**config.mk**
```make
export PLATFORM = sky130hd
export DESIGN_NAME = pcfg_target
export DESIGN_NICKNAME = d
export VERILOG_FILES = /design/src/rtl/pcfg_pkg.sv /design/src/rtl/pcfg_addr_decode.sv /design/src/rtl/pcfg_regs.sv /design/src/rtl/pcfg_target.sv
export SDC_FILE = /design/constraint.sdc
export NUM_CORES = 1
export LEC_CHECK = 0
export BUFFER_PORTS_ARGS = -buffer_cell sky130_fd_sc_hd__clkbuf_2
export CORE_ASPECT_RATIO = 0.7
export CORE_MARGIN = 5
export CORE_UTILIZATION = 55
export CTS_CLUSTER_SIZE = 16
export DETAILED_ROUTE_END_ITERATION = 12
export PLACE_DENSITY_LB_ADDON = 0.05
export SLEW_MARGIN = 10
export SYNTH_ARGS = -nofsm -noshare
export SYNTH_HDL_FRONTEND = slang
export SYNTH_HIERARCHICAL = 1
export SYNTH_SLANG_ARGS = --single-unit
```
**constraint.sdc**
```tcl
create_clock -name clk -period 3.18 [get_ports clk]
set_input_delay 0.477 -clock clk [delete_from_list [all_inputs] [get_ports clk]]
set_output_delay 0.477 -clock clk [all_outputs]
set_load 0.01 [all_outputs]
```
**src/rtl/pcfg_pkg.sv**
```systemverilog
package pcfg_pkg;

    localparam logic [3:0] CMD_CFG_RD = 4'b1010;
    localparam logic [3:0] CMD_CFG_WR = 4'b1011;

    localparam logic [5:0] DW_IDENT = 6'd0;
    localparam logic [5:0] DW_CMD   = 6'd1;
    localparam logic [5:0] DW_CLASS = 6'd2;
    localparam logic [5:0] DW_BAR   = 6'd4;

    typedef enum logic [1:0] {
        TS_IDLE,
        TS_WAIT,
        TS_DATA
    } tgt_state_e;

    typedef struct packed {
        logic       hit;
        logic       wr;
        logic [5:0] dw;
    } cfg_hit_t;

endpackage

```
**src/rtl/pcfg_addr_decode.sv**
```systemverilog
module pcfg_addr_decode
    import pcfg_pkg::*;
#(
    parameter logic [2:0] FUNC_NUM = 3'd0
) (
    input  logic [31:0] ad,
    input  logic [3:0]  cbe_n,
    input  logic        idsel,
    input  logic        frame_n,
    input  logic        frame_prev,
    input  logic        idle,
    output cfg_hit_t    hit
);

    logic addr_phase;
    logic is_cfg;
    logic type0_own;

    always_comb begin
        // first clock of FRAME# low after an idle clock
        addr_phase = idle && frame_prev && !frame_n;
        is_cfg     = (cbe_n == CMD_CFG_RD) || (cbe_n == CMD_CFG_WR);
        type0_own  = (ad[10:8] == FUNC_NUM) && (ad[1:0] == 2'b00);
        hit.hit    = addr_phase && idsel && is_cfg && type0_own;
        hit.wr     = (cbe_n == CMD_CFG_WR);
        hit.dw     = ad[7:2];
    end

endmodule

```
**src/rtl/pcfg_regs.sv**
```systemverilog
module pcfg_regs
    import pcfg_pkg::*;
#(
    parameter logic [31:0] IDENT_WORD  = 32'h0981_104A,
    parameter logic [31:0] CLASS_WORD  = 32'h0200_0000,
    parameter logic [15:0] CMD_WMASK   = 16'h0007,
    parameter int          BAR_WIN_LOG2 = 7,
    parameter int          LANES        = 4
) (
    input  logic                 clk,
    input  logic                 rst_n,
    input  logic [5:0]           rd_dw,
    output logic [8*LANES-1:0]   rd_data,
    input  logic                 wr_en,
    input  logic [5:0]           wr_dw,
    input  logic [LANES-1:0]     wr_be_n,
    input  logic [8*LANES-1:0]   wr_data
);

    localparam int          DW_BITS  = 8 * LANES;
    localparam logic [31:0] BAR_MASK = ~((32'd1 << BAR_WIN_LOG2) - 32'd1);

    typedef struct packed {
        logic [15:0]        cmd;
        logic [DW_BITS-1:0] bar;
    } regs_t;

    regs_t              regs_d, regs_q;
    logic [DW_BITS-1:0] lane_mask;

    for (genvar b = 0; b < LANES; b++) begin : g_lane
        assign lane_mask[8*b +: 8] = {8{~wr_be_n[b]}};
    end

    always_comb begin
        regs_d = regs_q;
        if (wr_en) begin
            case (wr_dw)
                DW_CMD: regs_d.cmd = ((regs_q.cmd & ~lane_mask[15:0]) |
                                      (wr_data[15:0] & lane_mask[15:0])) & CMD_WMASK;
                DW_BAR: regs_d.bar = ((regs_q.bar & ~lane_mask) |
                                      (wr_data & lane_mask)) & BAR_MASK;
                default: ;
            endcase
        end
    end

    always_comb begin
        case (rd_dw)
            DW_IDENT: rd_data = IDENT_WORD;
            DW_CMD:   rd_data = {16'h0000, regs_q.cmd};
            DW_CLASS: rd_data = CLASS_WORD;
            DW_BAR:   rd_data = regs_q.bar;
            default:  rd_data = '0;
        endcase
    end

    always_ff @(posedge clk or negedge rst_n) begin
        if (!rst_n) regs_q <= '0;
        else        regs_q <= regs_d;
    end

endmodule

```
**src/rtl/pcfg_target.sv**
```systemverilog
module pcfg_target
    import pcfg_pkg::*;
#(
    parameter int          TRDY_DELAY   = 2,
    parameter logic [2:0]  FUNC_NUM     = 3'd0,
    parameter logic [31:0] IDENT_WORD   = 32'h0981_104A,
    parameter logic [31:0] CLASS_WORD   = 32'h0200_0000,
    parameter int          BAR_WIN_LOG2 = 7
) (
    input  logic        clk,
    input  logic        rst_n,
    input  logic [31:0] ad_i,
    output logic [31:0] ad_o,
    output logic        ad_oe,
    input  logic [3:0]  cbe_n,
    input  logic        frame_n,
    input  logic        irdy_n,
    input  logic        idsel,
    output logic        devsel_n,
    output logic        trdy_n,
    output logic        stop_n
);

    localparam int CNT_W = $clog2(TRDY_DELAY + 1);
    localparam logic [CNT_W-1:0] CNT_LAST = CNT_W'(TRDY_DELAY - 1);

    typedef struct packed {
        tgt_state_e       state;
        logic [CNT_W-1:0] cnt;
        logic             wr;
        logic [5:0]       dw;
        logic             frame_prev;
        logic             devsel_n;
        logic             trdy_n;
        logic             ad_oe;
        logic [31:0]      ad_o;
    } tgt_t;

    tgt_t     tgt_d, tgt_q;
    cfg_hit_t hit;
    logic [31:0] rd_data;
    logic        wr_en;

    pcfg_addr_decode #(.FUNC_NUM(FUNC_NUM)) u_decode (
        .ad         (ad_i),
        .cbe_n      (cbe_n),
        .idsel      (idsel),
        .frame_n    (frame_n),
        .frame_prev (tgt_q.frame_prev),
        .idle       (tgt_q.state == TS_IDLE),
        .hit        (hit)
    );

    pcfg_regs #(
        .IDENT_WORD   (IDENT_WORD),
        .CLASS_WORD   (CLASS_WORD),
        .BAR_WIN_LOG2 (BAR_WIN_LOG2)
    ) u_regs (
        .clk     (clk),
        .rst_n   (rst_n),
        .rd_dw   (tgt_q.dw),
        .rd_data (rd_data),
        .wr_en   (wr_en),
        .wr_dw   (tgt_q.dw),
        .wr_be_n (cbe_n),
        .wr_data (ad_i)
    );

    always_comb begin
        tgt_d            = tgt_q;
        tgt_d.frame_prev = frame_n;
        wr_en            = 1'b0;
        case (tgt_q.state)
            TS_IDLE: begin
                if (hit.hit) begin
                    tgt_d.state    = TS_WAIT;
                    tgt_d.cnt      = '0;
                    tgt_d.wr       = hit.wr;
                    tgt_d.dw       = hit.dw;
                    tgt_d.devsel_n = 1'b0;
                end
            end
            TS_WAIT: begin
                if (tgt_q.cnt == CNT_LAST) begin
                    tgt_d.state  = TS_DATA;
                    tgt_d.trdy_n = 1'b0;
                    tgt_d.ad_oe  = !tgt_q.wr;
                    tgt_d.ad_o   = tgt_q.wr ? 32'h0 : rd_data;
                end else begin
                    tgt_d.cnt = tgt_q.cnt + CNT_W'(1);
                end
            end
            TS_DATA: begin
                if (!irdy_n) begin
                    wr_en          = tgt_q.wr;
                    tgt_d.state    = TS_IDLE;
                    tgt_d.devsel_n = 1'b1;
                    tgt_d.trdy_n   = 1'b1;
                    tgt_d.ad_oe    = 1'b0;
                    tgt_d.ad_o     = 32'h0;
                end
            end
            default: tgt_d.state = TS_IDLE;
        endcase
    end

    always_ff @(posedge clk or negedge rst_n) begin
        if (!rst_n) begin
            tgt_q            <= '0;
            tgt_q.state      <= TS_IDLE;
            tgt_q.frame_prev <= 1'b1;
            tgt_q.devsel_n   <= 1'b1;
            tgt_q.trdy_n     <= 1'b1;
        end else begin
            tgt_q <= tgt_d;
        end
    end

    assign ad_o     = tgt_q.ad_o;
    assign ad_oe    = tgt_q.ad_oe;
    assign devsel_n = tgt_q.devsel_n;
    assign trdy_n   = tgt_q.trdy_n;
    assign stop_n   = 1'b1;


    trdy_with_devsel_chk: assert property (@(posedge clk) disable iff (!rst_n)
        !trdy_n |-> !devsel_n);


    devsel_leads_trdy_chk: assert property (@(posedge clk) disable iff (!rst_n)
        $fell(trdy_n) |-> $past(!devsel_n));


    ad_drive_in_data_chk: assert property (@(posedge clk) disable iff (!rst_n)
        ad_oe |-> (!trdy_n && !devsel_n));


    release_after_done_chk: assert property (@(posedge clk) disable iff (!rst_n)
        (!trdy_n && !irdy_n) |=> (devsel_n && trdy_n && !ad_oe));


    hold_on_wait_chk: assert property (@(posedge clk) disable iff (!rst_n)
        (!trdy_n && irdy_n) |=> (!trdy_n && !devsel_n && $stable(ad_o)));

endmodule

```
==> results.cfg <==
[pwr]
powerDensity_nw_per_um2 = 635.1
power_leakage_nw = 2.238
p_int_mw = 1.928
peakVddDrop_mv = 0.3020
seq_power_share_pct = 46.9
p_comb_share_pct = 26.6
power_frac_clock_pct = 26.5
p_sw_share_pct = 29.34
p_sw_mw = 0.8006

[routing]
drt-initial-drc-count = 55
postRouteAntennaNets = 0
vias_per_cell = 5.055
wl_met1_um = 3760
drcViolationCount = 0
wl_met2_um = 3266
drt-wirelength-per-cell_um = 15.51
wirelength_um = 7571
num_vias = 2467
drt_pre_antenna_iters = 4
dr.max_layer_used = met4
routed-wl-met3_um = 442

[worst_setup_path]
crit_arrival_ps = 2590
crit_chain = nor3_1 > or3b_1 > or4_4 > mux2_2
required_ps = 3410
critPathLaunchType = flip-flop
crit_slowest_cell = dfrtp_1
critPathKind = reg2reg
end_kind = flip-flop
worstPathMaxFanout = 17
slowest_delay_ps = 590

[timing]
slew_headroom_pct = 29.97
hold_slack_ps = 222.8
post-route-period-util_pct = 74.18
tightestPinTransition_ps = 1050
finalClockSkew_ps = 7.447
setup_violations = 0
max_freq_mhz = 423.9
finalMaxSlewViolations = 0
rsz0062_at_grt = false
finalSetupTns_ps = 0
hold_viol_final = 0
period_needed_ps = 2359

[cts]
cts_tree = done
clock_sinks = 75
cts_resized = 0
h-tree-depth = 3
clk_pin_slew_ps = 80
clk_latency_ps = 340
hold_buffers = 0
postCtsSetupBuffers = 0
numCtsBuffers = 9
clk_path_buf_depth = 2
cts_root_buf = clkbuf_8

[synthesis]
netlist_area_um2 = 4028
postSynth.asyncResetShare_pct = 100.0
yosysSeqAreaShare_pct = 46.69
synth_seq_cells = 75
synth-edff-count = 0
syn_inst = 356
yosysUniqueCellTypes = 37
yosysWarningCount = 6
synth_flop_cell = dfrtp_1
syn_area_per_cell_um2 = 11.31

[global_route]
grt_pass1_wl_um = 12690
overflow = 0
first_global_vias = 2463
grt_max_degree = 76
antenna_found_initial = 0
grt_use_total_pct = 17.84

[die]
num_rows = 26
core_area_um2 = 7222
die_w_um = 112.3
start_util_pct = 55.77
ioPinCount = 77
die_h_um = 81.60
die_area_um2 = 9161

[min_path]
holdCritPathClass = in2reg

[flow_run]
max_cap_viol_count = 0

[cells_and_area]
nFillCells = 628
final_nets = 427
syn2layout_area_growth_pct = 6.679
fin_util_pct = 59.49
layout-drive-gt1-share_pct = 41.79
num_antenna_cells = 0

[status]
status = finished, final reports clean

[placed_design]
place.gp.congestion = 0.7831
numPortBuffers = 75
dp_hpwl_um = 5177
## layer usage
layer / vias up / global-route usage [%]
met4: 0 / 5.762
li1: 1220 / -
met3: 9 / 5.376
met5: - / 0
met2: 57 / 26.75
met1: 1181 / 25.04
## per-stage QoR
step	area (um^2)	total power, mW	setup slack, ps	cells
2_1_floorplan	4031	1.983	982.4	357
3_3_place_gp	4103	2.025	798.6	472
3_5_place_dp	4103	2.042	765.9	472
4_1_cts	4297	2.774	802.0	488
5_1_grt	4297	2.904	671.7	488
6_report	4297	2.729	821.2	488
## worst paths after layout
check	startpoint	end	slack (ps)	cells after the start
max	tgt_q[45]	flip-flop	820	4
min in group asynchronous	rst_n	asynchronous set/reset pin	280	1
max reg2reg	tgt_q[45]	flip-flop	820	4
max in group asynchronous	rst_n	ad_o[4]	2300	1
min	frame_n	tgt_q[35]	220	1
min reg2reg	flip-flop	flip-flop	490	1
## cell usage after synthesis (2+ instances only)
cell,number,area share (%)
inv_1,74,6.9
and3_1,23,3.6
nor4b_1,2,0.43
a21oi_1,8,0.99
dfstp_2,3,2.0
nor3b_4,2,0.93
or4_1,3,0.56
buf_2,6,0.75
buf_4,42,7.8
o32ai_2,21,8.5
nor3_4,3,1.2
o32ai_1,11,2.4
o21bai_1,3,0.56
nor3_1,2,0.25
nor2_1,5,0.47
nand3b_1,3,0.56
mux2_2,34,9.5
conb_1,2,0.19
nand2_1,2,0.19
clkbuf_1,5,0.47
nand2b_1,5,0.78
a211o_1,2,0.43
dfrtp_1,72,45
a22o_1,2,0.43
buf_6,9,2.5
## kinds of logic (layout without fill, tap and decap cells)
group / count (synthesis) / after routing / share of synthesized area (%)
mux: 35 / 35 / 9.786
compound gates: 49 / 49 / 13.70
simple gates: 58 / 58 / 10.87
other cells: 2 / 3 / 0.1865
buf+inv: 136 / 169 / 18.45
fa+ha+maj: 1 / 1 / 0.3106
flops: 75 / 75 / 46.69
## area by class of cell
class	count	area [um^2]	share of cell area, %
tap	98	122.6	2.854
clock inverter	5	52.55	1.223
multi-input combinational	146	1414	32.91
clock buffer	11	141.4	3.291
sequential	75	1881	43.77
timing repair buffer	79	407.9	9.493
inverter	74	277.8	6.465
## cells in the final DEF, fill, tap and decap left out, types with 2 or more instances in the layout
master	instances
and3_1	23
nor3_1	2
nor2_1	5
clkbuf_2	74
nor3_4	3
nor3b_4	2
mux2_2	34
nand2b_1	5
buf_4	5
or4_1	3
nand2_1	2
o32ai_1	11
o21bai_1	3
clkbuf_8	10
conb_1	3
a211o_1	2
a21oi_1	8
o32ai_2	21
clkinv_2	3
dfrtp_1	72
nand3b_1	3
nor4b_1	2
dfstp_2	3
inv_1	74
a22o_1	2
## critical path, delay by kind of cell (launching register included)
family	cells	cell delay (ps)
simple gates	3	1360
mux	1	290
flops	1	590
## power groups by stage
| stage | clock, mW | combinational [mW] | sequential (mW) |
|---|---|---|---|
| after floorplan | 0 | 0.715 | 1.27 |
| after global placement | 0 | 0.728 | 1.30 |
| after detailed placement | 0 | 0.740 | 1.30 |
| after CTS | 0.750 | 0.741 | 1.28 |
| after global routing | 0.792 | 0.802 | 1.31 |
| final | 0.723 | 0.726 | 1.28 |
(Power assumes the default switching activity.)
